--- src/rtl/fes_pkg.sv ---
package fes_pkg;
   typedef enum logic [3:0] {
      ST_IDLE,
      ST_SWE_ON,
      ST_SEL,
      ST_WDT_ON,
      ST_ESU_ON,
      ST_ERS_ON,
      ST_ERS_OFF,
      ST_ESU_OFF,
      ST_WDT_OFF,
      ST_EV_ON,
      ST_DUMMY,
      ST_SETTLE,
      ST_READ,
      ST_EV_OFF,
      ST_SWE_OFF,
      ST_END
   } fes_state_e;

   localparam logic [7:0] FES_DUMMY_BYTE = 8'hFF;
endpackage

--- src/rtl/fes_timer.sv ---
module fes_timer #(
   parameter int CW = 16
) (
   input  logic          clk,
   input  logic          rst_n,
   input  logic          load,
   input  logic [CW-1:0] load_val,
   output logic          expired
);
   logic [CW-1:0] cnt;

   always_ff @(posedge clk or negedge rst_n) begin
      if (!rst_n)
         cnt <= '0;
      else if (load)
         cnt <= load_val;
      else if (cnt > CW'(1))
         cnt <= cnt - CW'(1);
   end

   // a step lasts max(W,1) cycles: it may end once the count is at one or zero
   assign expired = (cnt <= CW'(1));
endmodule

--- src/rtl/fes_pick.sv ---
module fes_pick #(
   parameter int NBLK       = 8,
   parameter bit HIGH_FIRST = 1'b0,
   localparam int IW        = (NBLK > 1) ? $clog2(NBLK) : 1
) (
   input  logic [NBLK-1:0] rem,
   output logic [NBLK-1:0] one_hot,
   output logic [IW-1:0]   idx,
   output logic            any
);
   assign any = |rem;

   generate
      if (HIGH_FIRST) begin : g_high
         always_comb begin
            one_hot = '0;
            idx     = '0;
            for (int i = 0; i < NBLK; i++) begin
               if (rem[i]) begin
                  one_hot    = '0;
                  one_hot[i] = 1'b1;
                  idx        = IW'(i);
               end
            end
         end
      end else begin : g_low
         always_comb begin
            one_hot = '0;
            idx     = '0;
            for (int i = NBLK - 1; i >= 0; i--) begin
               if (rem[i]) begin
                  one_hot    = '0;
                  one_hot[i] = 1'b1;
                  idx        = IW'(i);
               end
            end
         end
      end
   endgenerate
endmodule

--- src/rtl/fes_addr_gen.sv ---
module fes_addr_gen #(
   parameter int AW        = 12,
   parameter int NBLK      = 8,
   parameter int BLK_WORDS = 64,
   localparam int IW       = (NBLK > 1) ? $clog2(NBLK) : 1,
   localparam int OW       = (BLK_WORDS > 1) ? $clog2(BLK_WORDS) : 1
) (
   input  logic          clk,
   input  logic          rst_n,
   input  logic          init,
   input  logic [IW-1:0] idx,
   input  logic          step,
   output logic [AW-1:0] addr,
   output logic          last
);
   logic [AW-1:0] base;
   logic [OW-1:0] off;

   always_ff @(posedge clk or negedge rst_n) begin
      if (!rst_n) begin
         base <= '0;
         off  <= '0;
      end else if (init) begin
         base <= AW'(idx) * AW'(BLK_WORDS);
         off  <= '0;
      end else if (step) begin
         off  <= off + OW'(1);
      end
   end

   assign addr = base + AW'(off);
   assign last = (off == OW'(BLK_WORDS - 1));
endmodule

--- src/rtl/flash_erase_seq.sv ---
module flash_erase_seq
   import fes_pkg::*;
#(
   parameter int NBLK       = 8,
   parameter int BLK_WORDS  = 64,
   parameter int AW         = 12,
   parameter int DW         = 16,
   parameter int CW         = 24,
   parameter int ATTW       = 8,
   parameter bit HIGH_FIRST = 1'b0
) (
   input  logic            clk,
   input  logic            rst_n,
   input  logic            start,
   input  logic [NBLK-1:0] blk_mask,
   input  logic [ATTW-1:0] max_tries,
   input  logic [CW-1:0]   t_swe_on,
   input  logic [CW-1:0]   t_esu_on,
   input  logic [CW-1:0]   t_pulse,
   input  logic [CW-1:0]   t_pulse_off,
   input  logic [CW-1:0]   t_esu_off,
   input  logic [CW-1:0]   t_ev_on,
   input  logic [CW-1:0]   t_rd_settle,
   input  logic [CW-1:0]   t_ev_off,
   input  logic [CW-1:0]   t_swe_off,
   input  logic [DW-1:0]   mem_rdata,
   output logic            swe,
   output logic            esu,
   output logic            ers,
   output logic            ev,
   output logic            wdt_en,
   output logic [NBLK-1:0] blk_sel,
   output logic [AW-1:0]   mem_addr,
   output logic [DW-1:0]   mem_wdata,
   output logic            mem_we,
   output logic            mem_re,
   output logic            busy,
   output logic            done,
   output logic            fail
);
   localparam int IW = (NBLK > 1) ? $clog2(NBLK) : 1;

   generate
      if (NBLK < 1) begin : g_bad_nblk
         $error("NBLK must be at least 1");
      end
      if (BLK_WORDS < 1) begin : g_bad_words
         $error("BLK_WORDS must be at least 1");
      end
      if (NBLK * BLK_WORDS > (2 ** AW)) begin : g_bad_aw
         $error("AW too narrow for NBLK*BLK_WORDS words");
      end
      if (DW < 8) begin : g_bad_dw
         $error("DW must be at least 8");
      end
      if (ATTW < 1 || CW < 1) begin : g_bad_cnt
         $error("ATTW and CW must be at least 1");
      end
   endgenerate

   fes_state_e state, nxt;

   logic [NBLK-1:0] rem, cur_sel, pick_oh;
   logic [IW-1:0]   cur_idx, pick_idx;
   logic [ATTW-1:0] tries;
   logic            err, vfail, pick_any;
   logic            t_load, t_exp;
   logic [CW-1:0]   t_val;
   logic            a_init, a_step, a_last;
   logic            rd_ok, tries_spent, sel_on;

   assign rd_ok       = (mem_rdata == {DW{1'b1}});
   assign tries_spent = (tries >= max_tries);

   fes_pick #(.NBLK(NBLK), .HIGH_FIRST(HIGH_FIRST)) u_pick (
      .rem     (rem),
      .one_hot (pick_oh),
      .idx     (pick_idx),
      .any     (pick_any)
   );

   fes_timer #(.CW(CW)) u_timer (
      .clk      (clk),
      .rst_n    (rst_n),
      .load     (t_load),
      .load_val (t_val),
      .expired  (t_exp)
   );

   fes_addr_gen #(.AW(AW), .NBLK(NBLK), .BLK_WORDS(BLK_WORDS)) u_addr (
      .clk   (clk),
      .rst_n (rst_n),
      .init  (a_init),
      .idx   (cur_idx),
      .step  (a_step),
      .addr  (mem_addr),
      .last  (a_last)
   );

   // next step
   always_comb begin
      nxt = state;
      case (state)
         ST_IDLE:    if (start) nxt = (|blk_mask) ? ST_SWE_ON : ST_END;
         ST_SWE_ON:  if (t_exp) nxt = ST_SEL;
         ST_SEL:     nxt = ST_WDT_ON;
         ST_WDT_ON:  nxt = ST_ESU_ON;
         ST_ESU_ON:  if (t_exp) nxt = ST_ERS_ON;
         ST_ERS_ON:  if (t_exp) nxt = ST_ERS_OFF;
         ST_ERS_OFF: if (t_exp) nxt = ST_ESU_OFF;
         ST_ESU_OFF: if (t_exp) nxt = ST_WDT_OFF;
         ST_WDT_OFF: nxt = ST_EV_ON;
         ST_EV_ON:   if (t_exp) nxt = ST_DUMMY;
         ST_DUMMY:   nxt = ST_SETTLE;
         ST_SETTLE:  if (t_exp) nxt = ST_READ;
         ST_READ:    nxt = (!rd_ok || a_last) ? ST_EV_OFF : ST_DUMMY;
         ST_EV_OFF: begin
            if (t_exp) begin
               if (!vfail)
                  nxt = pick_any ? ST_SEL : ST_SWE_OFF;
               else
                  nxt = tries_spent ? ST_SWE_OFF : ST_WDT_ON;
            end
         end
         ST_SWE_OFF: if (t_exp) nxt = ST_END;
         ST_END:     nxt = ST_IDLE;
         default:    nxt = ST_IDLE;
      endcase
   end

   // settling interval of the step about to be entered
   always_comb begin
      case (nxt)
         ST_SWE_ON:  t_val = t_swe_on;
         ST_ESU_ON:  t_val = t_esu_on;
         ST_ERS_ON:  t_val = t_pulse;
         ST_ERS_OFF: t_val = t_pulse_off;
         ST_ESU_OFF: t_val = t_esu_off;
         ST_EV_ON:   t_val = t_ev_on;
         ST_SETTLE:  t_val = t_rd_settle;
         ST_EV_OFF:  t_val = t_ev_off;
         ST_SWE_OFF: t_val = t_swe_off;
         default:    t_val = '0;
      endcase
   end

   assign t_load = (nxt != state);
   assign a_init = (nxt == ST_EV_ON) && (state != ST_EV_ON);
   assign a_step = (state == ST_READ) && (nxt == ST_DUMMY);

   always_ff @(posedge clk or negedge rst_n) begin
      if (!rst_n) begin
         state   <= ST_IDLE;
         rem     <= '0;
         cur_sel <= '0;
         cur_idx <= '0;
         tries   <= '0;
         err     <= 1'b0;
         vfail   <= 1'b0;
      end else begin
         state <= nxt;
         if (state == ST_IDLE && start) begin
            rem <= blk_mask;
            err <= 1'b0;
         end
         if (nxt == ST_SEL && state != ST_SEL) begin
            cur_sel <= pick_oh;
            cur_idx <= pick_idx;
            rem     <= rem & ~pick_oh;
            tries   <= ATTW'(1);
         end
         if (state == ST_READ)
            vfail <= !rd_ok;
         if (state == ST_EV_OFF && t_exp && vfail) begin
            if (tries_spent)
               err <= 1'b1;
            else
               tries <= tries + ATTW'(1);
         end
      end
   end

   // strobes decoded from the step
   always_comb begin
      swe    = 1'b0;
      esu    = 1'b0;
      ers    = 1'b0;
      ev     = 1'b0;
      wdt_en = 1'b0;
      mem_we = 1'b0;
      mem_re = 1'b0;
      sel_on = 1'b0;
      done   = 1'b0;
      fail   = 1'b0;
      case (state)
         ST_SWE_ON:  swe = 1'b1;
         ST_SEL:     begin swe = 1'b1; sel_on = 1'b1; end
         ST_WDT_ON:  begin swe = 1'b1; sel_on = 1'b1; wdt_en = 1'b1; end
         ST_ESU_ON:  begin swe = 1'b1; sel_on = 1'b1; wdt_en = 1'b1; esu = 1'b1; end
         ST_ERS_ON:  begin swe = 1'b1; sel_on = 1'b1; wdt_en = 1'b1; esu = 1'b1; ers = 1'b1; end
         ST_ERS_OFF: begin swe = 1'b1; sel_on = 1'b1; wdt_en = 1'b1; esu = 1'b1; end
         ST_ESU_OFF: begin swe = 1'b1; sel_on = 1'b1; wdt_en = 1'b1; end
         ST_WDT_OFF: begin swe = 1'b1; sel_on = 1'b1; end
         ST_EV_ON,
         ST_SETTLE:  begin swe = 1'b1; sel_on = 1'b1; ev = 1'b1; end
         ST_DUMMY:   begin swe = 1'b1; sel_on = 1'b1; ev = 1'b1; mem_we = 1'b1; end
         ST_READ:    begin swe = 1'b1; sel_on = 1'b1; ev = 1'b1; mem_re = 1'b1; end
         ST_EV_OFF:  begin swe = 1'b1; sel_on = 1'b1; end
         ST_END:     begin done = !err; fail = err; end
         default:    ;
      endcase
   end

   assign blk_sel   = sel_on ? cur_sel : '0;
   assign mem_wdata = mem_we ? DW'(FES_DUMMY_BYTE) : '0;
   assign busy      = (state != ST_IDLE);
endmodule

--- config.mk ---
export PLATFORM = sky130hd
export DESIGN_NAME = flash_erase_seq
export DESIGN_NICKNAME = d
export VERILOG_FILES = /design/src/rtl/fes_pkg.sv /design/src/rtl/fes_timer.sv /design/src/rtl/fes_pick.sv /design/src/rtl/fes_addr_gen.sv /design/src/rtl/flash_erase_seq.sv
export SDC_FILE = /design/constraint.sdc
export NUM_CORES = 1
export LEC_CHECK = 0
export CORE_MARGIN = 1
export CORE_UTILIZATION = 42
export CTS_BUF_LIST = sky130_fd_sc_hd__clkbuf_16
export DETAILED_ROUTE_END_ITERATION = 7
export PLACE_DENSITY = 0.82
export REMOVE_ABC_BUFFERS = 1
export SLEW_MARGIN = 15
export SYNTH_ARGS = -nofsm -noshare
export SYNTH_HDL_FRONTEND = slang
export SYNTH_SLANG_ARGS = --single-unit
--- constraint.sdc ---
create_clock -name clk -period 3.6 [get_ports clk]
set_input_delay 0.36 -clock clk [delete_from_list [all_inputs] [get_ports clk]]
set_output_delay 0.36 -clock clk [all_outputs]
set_load 0.01 [all_outputs]
# [Word level (Yosys, flattened, before mapping)]
# Cells that the tools add are included.
[classes] muxes=57 addsub=4 order_cmp=3 n_eq_ne=31 n_reduce_logical=21 n_bitwise=2
[op_table] op="$pmux W24 S9" count=1
[op_table] op="$mux W8" count=15
[op_table] op="$pmux W4 S16" count=1
[op_table] op="$mux W4" count=14
[op_table] op="$eq A4 B4 Y1 const B" count=13
[op_table] op="$mux W24" count=2
[op_table] op="$eq A4 B3 Y1 const B" count=8
[op_table] op="$mux W3" count=9
[op_table] op="$gt A24 B1 Y1 const B" count=1
[op_table] op="$le A24 B1 Y1 const B" count=1
[op_table] op="$sub A24 B1 Y24 const B" count=1
[op_table] op="$eq A16 B16 Y1 const B" count=1
[op_table] op="$reduce_or A8 Y1" count=2
[op_table] op="$mux W1" count=13
[op_table] op="$reduce_or A13 Y1" count=1
[op_table] op="$eq A4 B2 Y1 const B" count=3
[op_table] op="$mux W6" count=2
[op_table] op="$reduce_or A12 Y1" count=1
[op_table] op="$add A9 B6 Y10" count=1
[op_table] op="$add A8 B1 Y8 const B" count=1
[op_table] op="$and A8 B8 Y8" count=1
[op_table] op="$eq A4 B1 Y1 const B" count=2
[op_table] op="$ge A8 B8 Y1" count=1
[op_table] op="$not A8 Y8" count=1
[op_table] op="other kinds (14)" count=22
[word_totals] ff_bits=66

# [Longest topological paths before layout]
# Gate-level depths: netlist of run 1.
[logic_depth] depth_word=11 mapped_depth=13

# [Modules after synthesis]
# From an unflattened synthesis of run 1, not the netlist that was laid out.
[hier_totals] hier_cells=673 area_unflattened_um2=5899.4
[by_module_without_submodules] module="flash_erase_seq" instances=1 seq_area_each_um2=825.8 area_each_um2=3783.6 cells_per_inst=428
[by_module_without_submodules] module="fes_timer" instances=1 seq_area_each_um2=600.6 area_each_um2=1551.5 cells_per_inst=183
[by_module_without_submodules] module="fes_addr_gen" instances=1 seq_area_each_um2=225.2 area_each_um2=420.4 cells_per_inst=38
[by_module_without_submodules] module="fes_pick" instances=1 seq_area_each_um2=0.0 area_each_um2=143.9 cells_per_inst=24

# [Worst setup path after synthesis of run 1]
# No wires, ideal clock.
[synth_timing] kind="flip-flop to flip-flop" start="register u_timer.cnt[0]" end="register rem[1]" setup_time_ns=0.121 setup_slack_ns=0.879 required_ns=3.479 period_less_slack_ns=2.721 path_buffers=2 path_stages_with_launch=13 t_arrival_ns=2.600 path_cell_list="dfrtp_1 inv_1 ha_1 o21ba_2 and4_4 a221oi_2 or4_4 buf_6 nand3_2 or2_1 buf_2 mux2_1 a22o_1"
[synth_between] elab_chain_cells=6 word_cells_on_any_way=15
[synth_lines] element="start: declaration" line_no="fes_timer.sv:10" rtl="logic [CW-1:0] cnt;"
[synth_lines] element="start signal: assignment" line_no="fes_timer.sv:16" rtl="cnt <= load_val;"
[synth_lines] element="start signal: assignment" line_no="fes_timer.sv:18" rtl="cnt <= cnt - CW'(1);"
[synth_lines] element="$le A24 B1 Y1 (*)" line_no="fes_timer.sv:22" rtl="assign expired = (cnt <= CW'(1));"
[synth_lines] element="$mux W4, or another cell as far along" line_no="flash_erase_seq.sv:125" rtl="ST_SWE_OFF: if (t_exp) nxt = ST_END;"
[synth_lines] element="$pmux W4 S16 (*)" line_no="flash_erase_seq.sv:103" rtl="case (state)"
[synth_lines] element="$eq A4 B2 Y1 (*)" line_no="flash_erase_seq.sv:166" rtl="if (nxt == ST_SEL && state != ST_SEL) begin"
[synth_lines] element="$logic_and A1 B1 Y1 (*)" line_no="flash_erase_seq.sv:166"
[synth_lines] element="$mux W8 / $reduce_bool A2 Y1 (equally long branches)"
[synth_lines] element="end signal: assignment" line_no="flash_erase_seq.sv:163" rtl="rem <= blk_mask;"
[synth_lines] element="end signal: assignment" line_no="flash_erase_seq.sv:169" rtl="rem <= rem & ~pick_oh;"
[synth_lines] element="end: declaration" line_no="flash_erase_seq.sv:63" rtl="logic [NBLK-1:0] rem, cur_sel, pick_oh;"
# Mark *: on every way between the ends. The rest lies on a longest branch, timed or not.
# A chain may end at the register's enable or synchronous reset.

# [Worst setup path after layout of run 1]
[layout_timing] start="register u_timer.cnt[0]" end="register rem[6]"
# The elaborated chain is that of the path after synthesis.

==> results of run 1 <==
flip-flops by register name (all words and copies together) (netlist names):
name / flops
u_addr.off: 6
cur_sel: 8
vfail: 1
state: 4
cur_idx: 3
tries: 8
u_timer.cnt: 24
err: 1
u_addr.base: 3
rem: 8
area by class of cell:
cell class | count | area, um2 | share of cell area
Sequential cell | 66 | 1650 | 0.172
Inverter | 88 | 330 | 0.0345
Clock inverter | 7 | 141 | 0.0148
Multi-Input combinational cell | 614 | 3930 | 0.410
Tap cell | 184 | 230 | 0.0240
Clock buffer | 9 | 225 | 0.0235
Antenna cell | 2 | 5.00 | 0.000522
Timing Repair Buffer | 313 | 3070 | 0.320
placed cells by master, fill, tap and decap left out, drive strengths merged, types with 28 or more instances in the layout:
cell type / n
nor4: 37
mux2: 28
nor2: 43
inv: 87
nor3: 91
dfrtp: 66
o21ai: 38
nand2: 110
buf: 29
clkdlybuf4s50: 284
mux2i: 52
worst max path at each step:
stage,startpoint,to,slack [ns],cells past startpoint
after floorplan,state[1],u_timer.cnt[0],-1.98,8
after global placement,max_tries[2],u_timer.cnt[8],0.11,13
after detailed placement,max_tries[2],rem[6],0.12,12
after CTS,u_timer.cnt[0],rem[6],0.35,11
after global routing,u_timer.cnt[0],rem[7],0.05,11
final,u_timer.cnt[0],rem[6],0.31,11
routing by layer:
layer  part of all wire  GRT usage
met5                  0          0
met4              0.024      0.107
met3              0.061     0.0430
met2               0.52      0.482
met1               0.39      0.302
cells in the mapped netlist (11+ instances only):
master / count
nand4_1: 13
nand2_1: 110
nor3_1: 90
o221ai_1: 24
xnor2_1: 11
a21oi_1: 22
dfrtp_1: 66
xor2_1: 15
nor2_1: 43
buf_4: 20
inv_1: 87
buf_2: 15
nand3_1: 18
nor4_1: 33
clkbuf_1: 27
ha_1: 12
mux2i_1: 52
mux2_2: 27
o21ai_1: 28
cell families (layout without fill, tap and decap cells):
| family | count (synthesis) | after routing | share of synthesized area |
|---|---|---|---|
| simple gates | 349 | 349 | 0.277 |
| flops | 66 | 66 | 0.266 |
| mux | 80 | 80 | 0.134 |
| buf+inv | 154 | 417 | 0.112 |
| xor+xnor | 26 | 26 | 0.0366 |
| fa+ha+maj | 12 | 12 | 0.0241 |
| compound gates | 136 | 136 | 0.150 |
| other cells | 1 | 13 | 0.000603 |
power by group through the flow:
stage                     combinational [uW]  clock [uW]  sequential, uW
after detailed placement                4070           0            1260
after global placement                  3990           0            1250
after global routing                    4500        1130            1290
final                                   4090        1080            1260
after CTS                               4100        1090            1250
after floorplan                         2500           0            1300
critical path: cells and delay by family (launching register included):
kind / cells / cell delay [ns]
AO/OA/AOI/OAI: 3 / 0.55
flip-flops: 1 / 0.43
buffers and inverters: 2 / 0.33
AND/OR/NAND/NOR: 5 / 1.63
adder cells (fa/ha/maj): 1 / 0.25
per-stage QoR:
stage | total power [uW] | setup TNS (ns) | hold WS, ns
4_1_cts | 6440 | 0 | 0.218
3_3_place_gp | 5240 | 0 | 0.442
5_1_grt | 6910 | 0 | 0.269
2_1_floorplan | 3810 | -77.22 | 0.0644
6_report | 6420 | 0 | 0.193
3_5_place_dp | 5330 | 0 | 0.457
==> out/metrics.yaml, run 1 <==
critical_path:
  cp_slowest_cell: "nor2_1"
  cp.arrival_ns: 3.51
  critPathMaxFanout: 25
  cp_data_required_time_ns: 3.82
  reg2reg_depth: 11
  crit_path_end_kind: "flip-flop"
  crit_path_start_kind: "flip-flop"
  r2r_end: "rem[6]"
  r2r-start: "u_timer.cnt[0]"
  crit_chain: "inv_1, ha_1, o21ba_2, nand4_1, nor3_1, or4_4, nand3_2, buf_4, nor2_1, a21oi_1, a22o_1"
  max_stage_delay_ns: 0.67
  crit_type: "flip-flop to flip-flop"
  reg2reg_setup_slack_ns: 0.31
finish:
  areaGrowthSynthToFinish_pct: 54.1
  drive_gt1_frac: 0.0793
  fill_cells: 1247
  finalNonFillerCells: 1283
  design_area_mm2: 0.00958
  finish.utilization: 0.662
  fin_nets: 1355
yosys:
  synthCells: 824
  synth_cell_types: 66
  syn_avg_cell_area_um2: 7.55
  ys_top_cells_by_area: "dfrtp_1 (27%), mux2i_1 (8.4%), nor3_1 (7.2%)"
  yosys_register_bits: 66
  netlist.area_leader.share: 0.266
  syn-cell-area_mm2: 0.00622
  synth.yosys.warnings: 0
  synth_edf_count: 0
  synthArstFlopShare: 1.00
  synthFlopType: "dfrtp_1"
  seq_area_frac_synth: 0.266
  yosysTopAreaCell: "dfrtp_1"
power:
  peakVddDrop_v: 0.000455
  p_comb_frac: 0.637
  p_seq_frac: 0.195
  cellLeakagePower_uw: 0.00413
  clock_power_share: 0.168
  switching_share: 0.454
  p_int_uw: 3510
  powerDensity_mw_per_mm2: 670
  p_sw_uw: 2910
drt:
  totalWireLength_um: 20200
  viasPerCell: 5.48
  drtAntennaViolNets: 0
  avgRoutedWirePerCell_um: 15.7
  vias: 7037
  drtIter0Drc: 573
  route.detailed.drc: 0
  firstDrtPassIters: 5
grt:
  grt_pass1_wl_um: 31600
  grt_usage: 0.263
  grt_pass1_vias: 6752
  grt_overflow_total: 0
  grt_start_max_net_pins: 49
  antenna_found_initial: 0
flow_run:
  drv_cap: 0
clock_network:
  clock-sinks: 66
  cts_resized: 0
  root_buffer: "clkbuf_16"
  cts.htree.levels: 3
  clk_latency_ns: 0.33
  clk_pin_slew_worst_paths_ns: 0.06
  post_cts_buffers: 0
  cts_tree: "yes"
  clock_path_buffers: 2
  ctsHoldBuffers: 0
  numCtsBuffers: 9
place:
  place.gp.congestion: 0.884
  port-buffer-count: 285
  numPlacedInstances: 1265
  dp_hpwl_um: 16000
  pre_cts_slack_ns: 0.118
  placed_area_mm2: 0.00921
timing:
  rsz0062_at_grt: "false"
  slew_headroom: 0.344
  setup_viol: 0
  fin_crit_ns: 3.29
  slew_viol_final: 0
  fin_crit_sh: 0.914
  hold_viol: 0
  skew_ns: 0.00383
  fmax_mhz: 304
  worstMarginPinSlew_ns: 0.984
  fin_ws_ns: 0.308
floorplanning:
  die_w_um: 124
  core_area_mm2: 0.0145
  start_util: 0.429
  ioPinCount: 297
  dieArea_mm2: 0.0153
  fp.dieH_um: 124
  rows: 44
hold_path:
  min_path_type: "input pin to asynchronous set/reset pin"
outcome:
  status: "completed"
No activity file was read; power rests on OpenSTA's default activity.
==> run 2, diff against run 1 <==
--- a/config.mk
+++ b/config.mk
@@ -6,10 +6,10 @@
 export NUM_CORES = 1
 export LEC_CHECK = 0
 export CORE_MARGIN = 1
-export CORE_UTILIZATION = 42
+export CORE_UTILIZATION = 38
 export CTS_BUF_LIST = sky130_fd_sc_hd__clkbuf_16
 export DETAILED_ROUTE_END_ITERATION = 7
-export PLACE_DENSITY = 0.82
+export PLACE_DENSITY = 0.78
 export REMOVE_ABC_BUFFERS = 1
 export SLEW_MARGIN = 15
 export SYNTH_ARGS = -nofsm -noshare
==> constraint.sdc (replaced) <==
create_clock -name clk -period 2.7 [get_ports clk]
set_input_delay 0.27 -clock clk [delete_from_list [all_inputs] [get_ports clk]]
set_output_delay 0.27 -clock clk [all_outputs]
set_load 0.01 [all_outputs]
==> run 2 against run 1 <==
  * The run now ends with setup timing left
  * Flip-flop and latch count is the same
  * Fmax grew 18%
  * Register-to-register slack lost 0.40 ns
  * Clock power grew 17%
  * Core utilization grew 2.8 points
  * Sequential power grew 29%
  * Critical endpoint is now u_timer.cnt[18]
==> out/metrics.yaml, run 2 (synthesis gave the netlist of run 1 again) <==
flow_run:
  drv_cap: 0  # unchanged
finish:
  fin_nets: 1461  # +7.8%
  finish.utilization: 0.690  # +0.0285
  diodes: 0  # -2
  drive_gt1_frac: 0.200  # +0.120
  fill_cells: 1261  # +1.1%
  final_common_cell: "clkdlybuf4s50_1"
  largest_reg_flops: 24  # unchanged
  design_area_mm2: 0.0110  # +15%
  areaGrowthSynthToFinish_pct: 77.0
  most-common-layout-cells: "clkdlybuf4s50_1 (283), nand2_1 (110), buf_4 (102), inv_1 (88), nor3_1 (81)"
  regMostFlops: "u_timer.cnt"
critical_path:
  crit_chain: "ha_1, nor2b_1, o31ai_1, buf_4, a21oi_4, o41ai_1, buf_4, o211ai_1, buf_6, o211ai_1, nand2b_2, clkbuf_16, o21ai_1"
  reg2reg_depth: 13  # +2
  crit_buf_inv: 4  # +2
  r2r-start: "tries[1]"
  crit_type: "flip-flop to flip-flop"
  cp_slowest_cell: "dfrtp_1"
  crit_path_end_kind: "flip-flop"
  cp.arrival_ns: 3.05  # -0.46 ns
  reg2reg_setup_slack_ns: -0.09  # -0.40 ns
  path_delay_family: "compound AO/OA/AOI/OAI gates"
  crit_path_start_kind: "flip-flop"
  critPathMaxFanout: 12  # -52%
  r2r_end: "u_timer.cnt[18]"
  max_stage_delay_ns: 0.39  # -0.28 ns
  cp_data_required_time_ns: 2.96  # -0.86 ns
floorplanning:
  die_w_um: 130  # +5.0%
  rows: 46  # +4.5%
  core_area_mm2: 0.0159  # +10%
  dieArea_mm2: 0.0169  # +10%
  ioPinCount: 297  # unchanged
  start_util: 0.390  # -0.0394
  fp.dieH_um: 130  # +5.0%
power:
  p_int_uw: 6070  # +73%
  p_seq_frac: 0.152  # -0.043
  clock_power_share: 0.117  # -0.051
  peakVddDrop_v: 0.000657  # +45%
  powerDensity_mw_per_mm2: 971  # +45%
  cellLeakagePower_uw: 0.00485  # +17%
  switching_share: 0.432  # -0.0219
  p_comb_frac: 0.731  # +0.094
  p_sw_uw: 4610  # +58%
timing:
  whs_ns: 0.456  # +0.263 ns
  fin_crit_ns: 2.79  # -0.500 ns
  slew_headroom: 0.457  # +0.113
  rsz0062_at_grt: "true"
  skew_ns: 0.00878  # +0.00495 ns
  hold_viol: 0  # unchanged
  worstMarginPinSlew_ns: 0.814  # -0.169 ns
  setup_viol: 25  # +25
  fin_crit_sh: 1.03  # +0.120
  fmax_mhz: 358  # +18%
  slew_viol_final: 0  # unchanged
  fin_ws_ns: -0.0917  # -0.400 ns
drt:
  met2_length_um: 12600  # +19%
  wl_met1_um: 9030  # +14%
  avgRoutedWirePerCell_um: 16.6  # +5.4%
  vias: 7607  # +8.1%
  route.detailed.drc: 0  # unchanged
  totalWireLength_um: 23500  # +17%
  drtIter0Drc: 429  # -25%
  viasPerCell: 5.36  # -2.3%
  met3WireLength_um: 1280  # +3.5%
  top_layer_used: "met4"
  firstDrtPassIters: 5  # unchanged
  drtAntennaViolNets: 0  # unchanged
clock_network:
  cts.htree.levels: 3  # unchanged
  cts_tree: "yes"
  clock-sinks: 66  # unchanged
  clock_path_buffers: 2  # unchanged
  clk_latency_ns: 0.33  # about the same
  root_buffer: "clkbuf_16"
  numCtsBuffers: 9  # unchanged
  clk_pin_slew_worst_paths_ns: 0.06  # about the same
hold_path:
  min_path_type: "flip-flop to flip-flop"
  hold_depth: 2
  holdPathEnd: "cur_sel[5]"
  min-delay-start: "cur_sel[5]"
place:
  placed_area_mm2: 0.00995  # +8.0%
  port-buffer-count: 285  # unchanged
  pre_cts_slack_ns: -0.405  # -0.523 ns
  place.gp.congestion: 0.913  # +3.3%
  dp_hpwl_um: 17500  # +9.5%
grt:
  grt_pass1_wl_um: 34800  # +10%
  grt_overflow_total: 0  # unchanged
  grt_usage: 0.262  # -0.00115
  antenna_found_initial: 0  # unchanged
  grt_pass1_vias: 7227  # +7.0%
  grt_start_max_net_pins: 67  # +37%
outcome:
  violations: "setup timing"
  status: "finished with violations"
==> run 2: changes by cell type in the layout (fill, tap and decap cells not counted), moves of 8 or more <==
cell     delta
buf_6       +8
nor4_1     -10
o21ai_2     +8
nor4_2      +8
nor3_1      -8
buf_12     +12
buf_4      +75
==> run 2: layout make-up <==
type	count	area, um2	share of cell area
Clock buffer	9	225	0.0205
Clock inverter	7	85.1	0.00773
Inverter	88	330	0.0300
Multi-Input combinational cell	614	4220	0.383
Sequential cell	66	1650	0.150
Tap cell	216	270	0.0246
Timing Repair Buffer	419	4220	0.384
==> run 2: power by group through the flow <==
stage	clock (uW)	sequential [uW]	combinational, uW
after global placement	0	1600	6290
after floorplan	0	1740	3340
final	1260	1620	7810
after CTS	1260	1610	6850
after global routing	1300	1660	8400
after detailed placement	0	1610	6420
==> run 2: through the flow <==
stage	power, uW	std cells	setup TNS, ns
floorplan	5070	768	-135.78
global placement	7890	1377	-12.29
detailed placement	8030	1377	-15.39
CTS	9710	1405	-0.0332
global route	11400	1419	-5.91
finish	10700	1419	-1.70
==> run 2: timing repair <==
item                                   CTS  global route
hold buffers                             1             0
gates resized for setup                 18            56
setup buffers                            9             7
endpoints found under the hold margin   66             0
setup endpoints to repair               33            43
cloned                                   2             7
pin swaps                               12            26
==> run 2: how the worst max path moves through the flow <==
stage	endpoint	startpoint	cells after the start	slack, ns
after detailed placement	u_timer.cnt[21]	max_tries[1]	13	-0.40
after floorplan	u_timer.cnt[0]	state[1]	8	-2.88
after global routing	u_timer.cnt[20]	u_timer.cnt[0]	13	-0.25
after global placement	u_timer.cnt[13]	max_tries[1]	15	-0.33
after CTS	u_timer.cnt[21]	max_tries[1]	15	-0.01
final	u_timer.cnt[18]	tries[1]	13	-0.09
==> run 2: tightest hold or removal path, cell delays in order (launching register included) <==
cell	delay (ns)
dfrtp_1	0.34
nand2_1	0.05
nand2_1	0.04
==> run 2: routing by layer <==
metal  up-vias  global-route usage
met1      3603               0.296
met2       306               0.501
li1       3652                   -
met5         -                   0
met4         0              0.0917
met3        46              0.0344
==> run 3, diff against run 2 <==
--- a/config.mk
+++ b/config.mk
@@ -5,11 +5,13 @@
 export SDC_FILE = /design/constraint.sdc
 export NUM_CORES = 1
 export LEC_CHECK = 0
+export ABC_AREA = 1
 export CORE_MARGIN = 1
 export CORE_UTILIZATION = 38
 export CTS_BUF_LIST = sky130_fd_sc_hd__clkbuf_16
 export DETAILED_ROUTE_END_ITERATION = 7
-export PLACE_DENSITY = 0.78
+export HOLD_SLACK_MARGIN = 0.05
+export PLACE_DENSITY = 0.79
 export REMOVE_ABC_BUFFERS = 1
 export SLEW_MARGIN = 15
 export SYNTH_ARGS = -nofsm -noshare
==> run 3 against run 2 <==
  * Register-to-register slack improved by 0.04 ns
  * Highest routed layer unchanged
  * Largest power group unchanged
  * Core utilization decreased by 2.2 points
  * Worst setup slack better by 0.044 ns
  * Via count up 4.7%
  * The flow still finishes with violations (setup timing)
  * Sequential share of layout area is 0.55 points higher
==> out/metrics.yaml, run 3 <==
clock_network:
  clk_latency_ns: 0.35  # +0.02 ns
  clock_path_buffers: 2  # unchanged
  numCtsBuffers: 9  # unchanged
  cts.htree.levels: 3  # unchanged
  clk_pin_slew_worst_paths_ns: 0.06  # about the same
  root_buffer: "clkbuf_16"
  clock-sinks: 66  # unchanged
  cts_tree: "yes"
grt:
  grt_overflow_total: 0  # unchanged
  grt_usage: 0.271  # +0.00883
  grt_pass1_vias: 7415  # +2.6%
  grt_pass1_wl_um: 35300  # +1.5%
  antenna_found_initial: 0  # unchanged
  grt_start_max_net_pins: 34  # -49%
finish:
  areaGrowthSynthToFinish_pct: 71.8
  fill_cells: 1387  # +10%
  fin_nets: 1613  # +10%
  drive_gt1_frac: 0.151  # -0.0489
  diodes: 0  # unchanged
  most-common-layout-cells: "nand2_1 (289), clkdlybuf4s50_1 (282), nand3_1 (123), nor2_1 (120), inv_1 (96)"
  final_common_cell: "nand2_1"
  largest_reg_flops: 24  # unchanged
  regMostFlops: "u_timer.cnt"
power:
  powerDensity_mw_per_mm2: 647  # -33%
  clock_power_share: 0.190  # +0.073
  cellLeakagePower_uw: 0.00498  # +2.8%
  p_sw_uw: 3020  # -35%
  switching_share: 0.440  # +0.00805
  p_int_uw: 3850  # -37%
  p_seq_frac: 0.239  # +0.087
  peakVddDrop_v: 0.000457  # -30%
  p_comb_frac: 0.571  # -0.160
drt:
  viasPerCell: 5.07  # -5.4%
  vias: 7963  # +4.7%
  avgRoutedWirePerCell_um: 15.6  # -6.0%
  drtAntennaViolNets: 0  # unchanged
  firstDrtPassIters: 5  # unchanged
  route.detailed.drc: 0  # unchanged
  drtIter0Drc: 414  # -3.5%
  totalWireLength_um: 24500  # +4.0%
yosys:
  ys_top_cells_by_area: "dfrtp_1 (27%), nand2_1 (19%), nand3_1 (11%)"
  synthCells: 1012  # +23%
  synth.most_common_cell: "nand2_1"
  syn-cell-area_mm2: 0.00618  # -0.58%
  synth_edf_count: 0  # unchanged
  synth_common_cells: "nand2_1 (308), nand3_1 (139), nor2_1 (126)"
  synth.yosys.warnings: 0  # unchanged
  netlist.area_leader.share: 0.267  # +0.00156
  synth-compound-area-share: 0.118  # -0.0321
  synthMuxAreaShare: 0  # -0.134
  synth_top_family_by_area: "simple AND/OR/NAND/NOR gates"
  synthAdderAreaFrac: 0.0243  # +0.000142
  yosys_register_bits: 66  # unchanged
  synthFlopType: "dfrtp_1"
  yosysTopAreaCell: "dfrtp_1"
  syn_avg_cell_area_um2: 6.11  # -19%
  seq_area_frac_synth: 0.267  # +0.00156
  synthXorXnorAreaFrac: 0.0227  # -0.0140
  synthArstFlopShare: 1.00  # unchanged
  yosys.area_share.simple: 0.449  # +0.172
  synth_cell_types: 41  # -38%
timing:
  worstMarginPinSlew_ns: 0.784  # -0.0301 ns
  setup_viol: 5  # -80%
  hold_viol: 0  # unchanged
  setup_tns_ns: -0.138  # +1.56 ns
  slew_viol_final: 0  # unchanged
  fin_ws_ns: -0.0477  # +0.0440 ns
  rsz0062_at_grt: "true"
  fmax_mhz: 364  # +1.6%
  fin_crit_sh: 1.02  # -0.0163
  slew_headroom: 0.477  # +0.0201
  skew_ns: 0.00632  # -0.00246 ns
  fin_crit_ns: 2.75  # -0.0440 ns
floorplanning:
  dieArea_mm2: 0.0168  # -0.58%
  core_area_mm2: 0.0159  # -0.36%
  fp.dieH_um: 130  # -0.29%
  rows: 46  # unchanged
  ioPinCount: 297  # unchanged
  start_util: 0.389  # -0.000871
  die_w_um: 130  # -0.29%
critical_path:
  crit_path_start_kind: "flip-flop"
  startpoint: "u_timer.cnt[1]"
  crit_path_end_kind: "flip-flop"
  cp.arrival_ns: 3.02  # -0.03 ns
  r2r-start: "u_timer.cnt[1]"
  reg2reg_setup_slack_ns: -0.05  # +0.04 ns
  crit_type: "flip-flop to flip-flop"
  critPathMaxFanout: 7  # -5
  r2r_end: "u_timer.cnt[22]"
  cp_data_required_time_ns: 2.97  # about the same
  reg2reg_depth: 20  # +7
  cp-endpoint: "u_timer.cnt[22]"
place:
  pre_cts_slack_ns: -0.294  # +0.111 ns
  place.gp.congestion: 0.970  # +6.2%
  port-buffer-count: 285  # unchanged
  dp_hpwl_um: 18000  # +2.8%
flow_run:
  drv_cap: 0  # unchanged
hold_path:
  min_path_type: "flip-flop to flip-flop"
outcome:
  violations: "setup timing"
  status: "finished with violations"
## run 3: kinds of logic (layout without fill, tap and decap cells)
family,count (synthesis),in the layout
fa+ha+maj,12,12
xor+xnor,16,16
compound gates,118,118
buf+inv,165,498
simple gates,634,634
flops,66,66
other cells,1,11
## run 3: metal layers
layer,global-route usage,share of wire,up-vias
met2,0.524,0.52,316
met1,0.292,0.39,3638
met3,0.0467,0.053,73
met4,0.103,0.044,0
met5,0,0,-
li1,-,-,3936
## run 3: layout make-up
type                            instances  area [um2]  area share
Sequential cell                        66        1650       0.156
Timing Repair Buffer                  370        3810       0.359
Clock buffer                            9         225      0.0212
Clock inverter                          7         103     0.00966
Multi-Input combinational cell        791        4120       0.388
Tap cell                              216         270      0.0254
Inverter                              112         435      0.0410
## run 3: how the worst min path moves through the flow
| stage | startpoint | to | slack [ns] | cells after the start |
|---|---|---|---|---|
| global route | u_addr.base[7] | u_addr.base[7] | 0.50 | 2 |
| floorplan | rst_n | cur_idx[0] | -0.03 | 0 |
| CTS | u_addr.base[6] | u_addr.base[6] | 0.48 | 2 |
| global placement | rst_n | cur_sel[7] | 0.39 | 1 |
| finish | u_addr.base[6] | u_addr.base[6] | 0.47 | 2 |
| detailed placement | rst_n | cur_sel[7] | 0.39 | 1 |
## run 3: repair_timing
action	CTS	global route
hold buffers	1	0
pin swaps	0	37
hold endpoints to repair	31	0
resized for setup	4	93
gates cloned	0	10
buffers inserted	0	26
setup endpoints to repair	4	50
## run 3: metrics by stage
step / std cells / utilization / power, uW / hold WS (ns) / instance area [um2]
2_1_floorplan: 969 / - / 3640 / -0.0256 / 5910
3_3_place_gp: 1518 / 0.599 / 5060 / 0.391 / 9510
3_5_place_dp: 1518 / 0.599 / 5130 / 0.387 / 9510
4_1_cts: 1535 / 0.621 / 6450 / 0.476 / 9860
5_1_grt: 1571 / 0.669 / 7390 / 0.498 / 10600
6_report: 1571 / 0.669 / 6870 / 0.470 / 10600
## run 3: power groups by stage
stage                     sequential, uW  combinational (uW)  clock, uW
final                               1640                3920       1300
after detailed placement            1630                3510          0
after global placement              1620                3440          0
after CTS                           1610                3540       1300
after global routing                1680                4350       1360
after floorplan                     1560                2080          0
## run 3: critical path, stage by stage (launching register included)
cell and delay [ns]:
dfrtp_1 0.40, inv_2 0.12, ha_4 0.16, inv_4 0.04, nand2_4 0.08, nand3_4 0.07
nor2_4 0.16, nand3_4 0.13, nand2_2 0.10, nand3_2 0.09, a21oi_4 0.17, nand3_4 0.14
nor2_4 0.21, buf_12 0.17, buf_12 0.13, nand3_2 0.07, nand2_1 0.07, nor2_1 0.05
nand3_1 0.09, nand2_1 0.08, a21oi_1 0.14
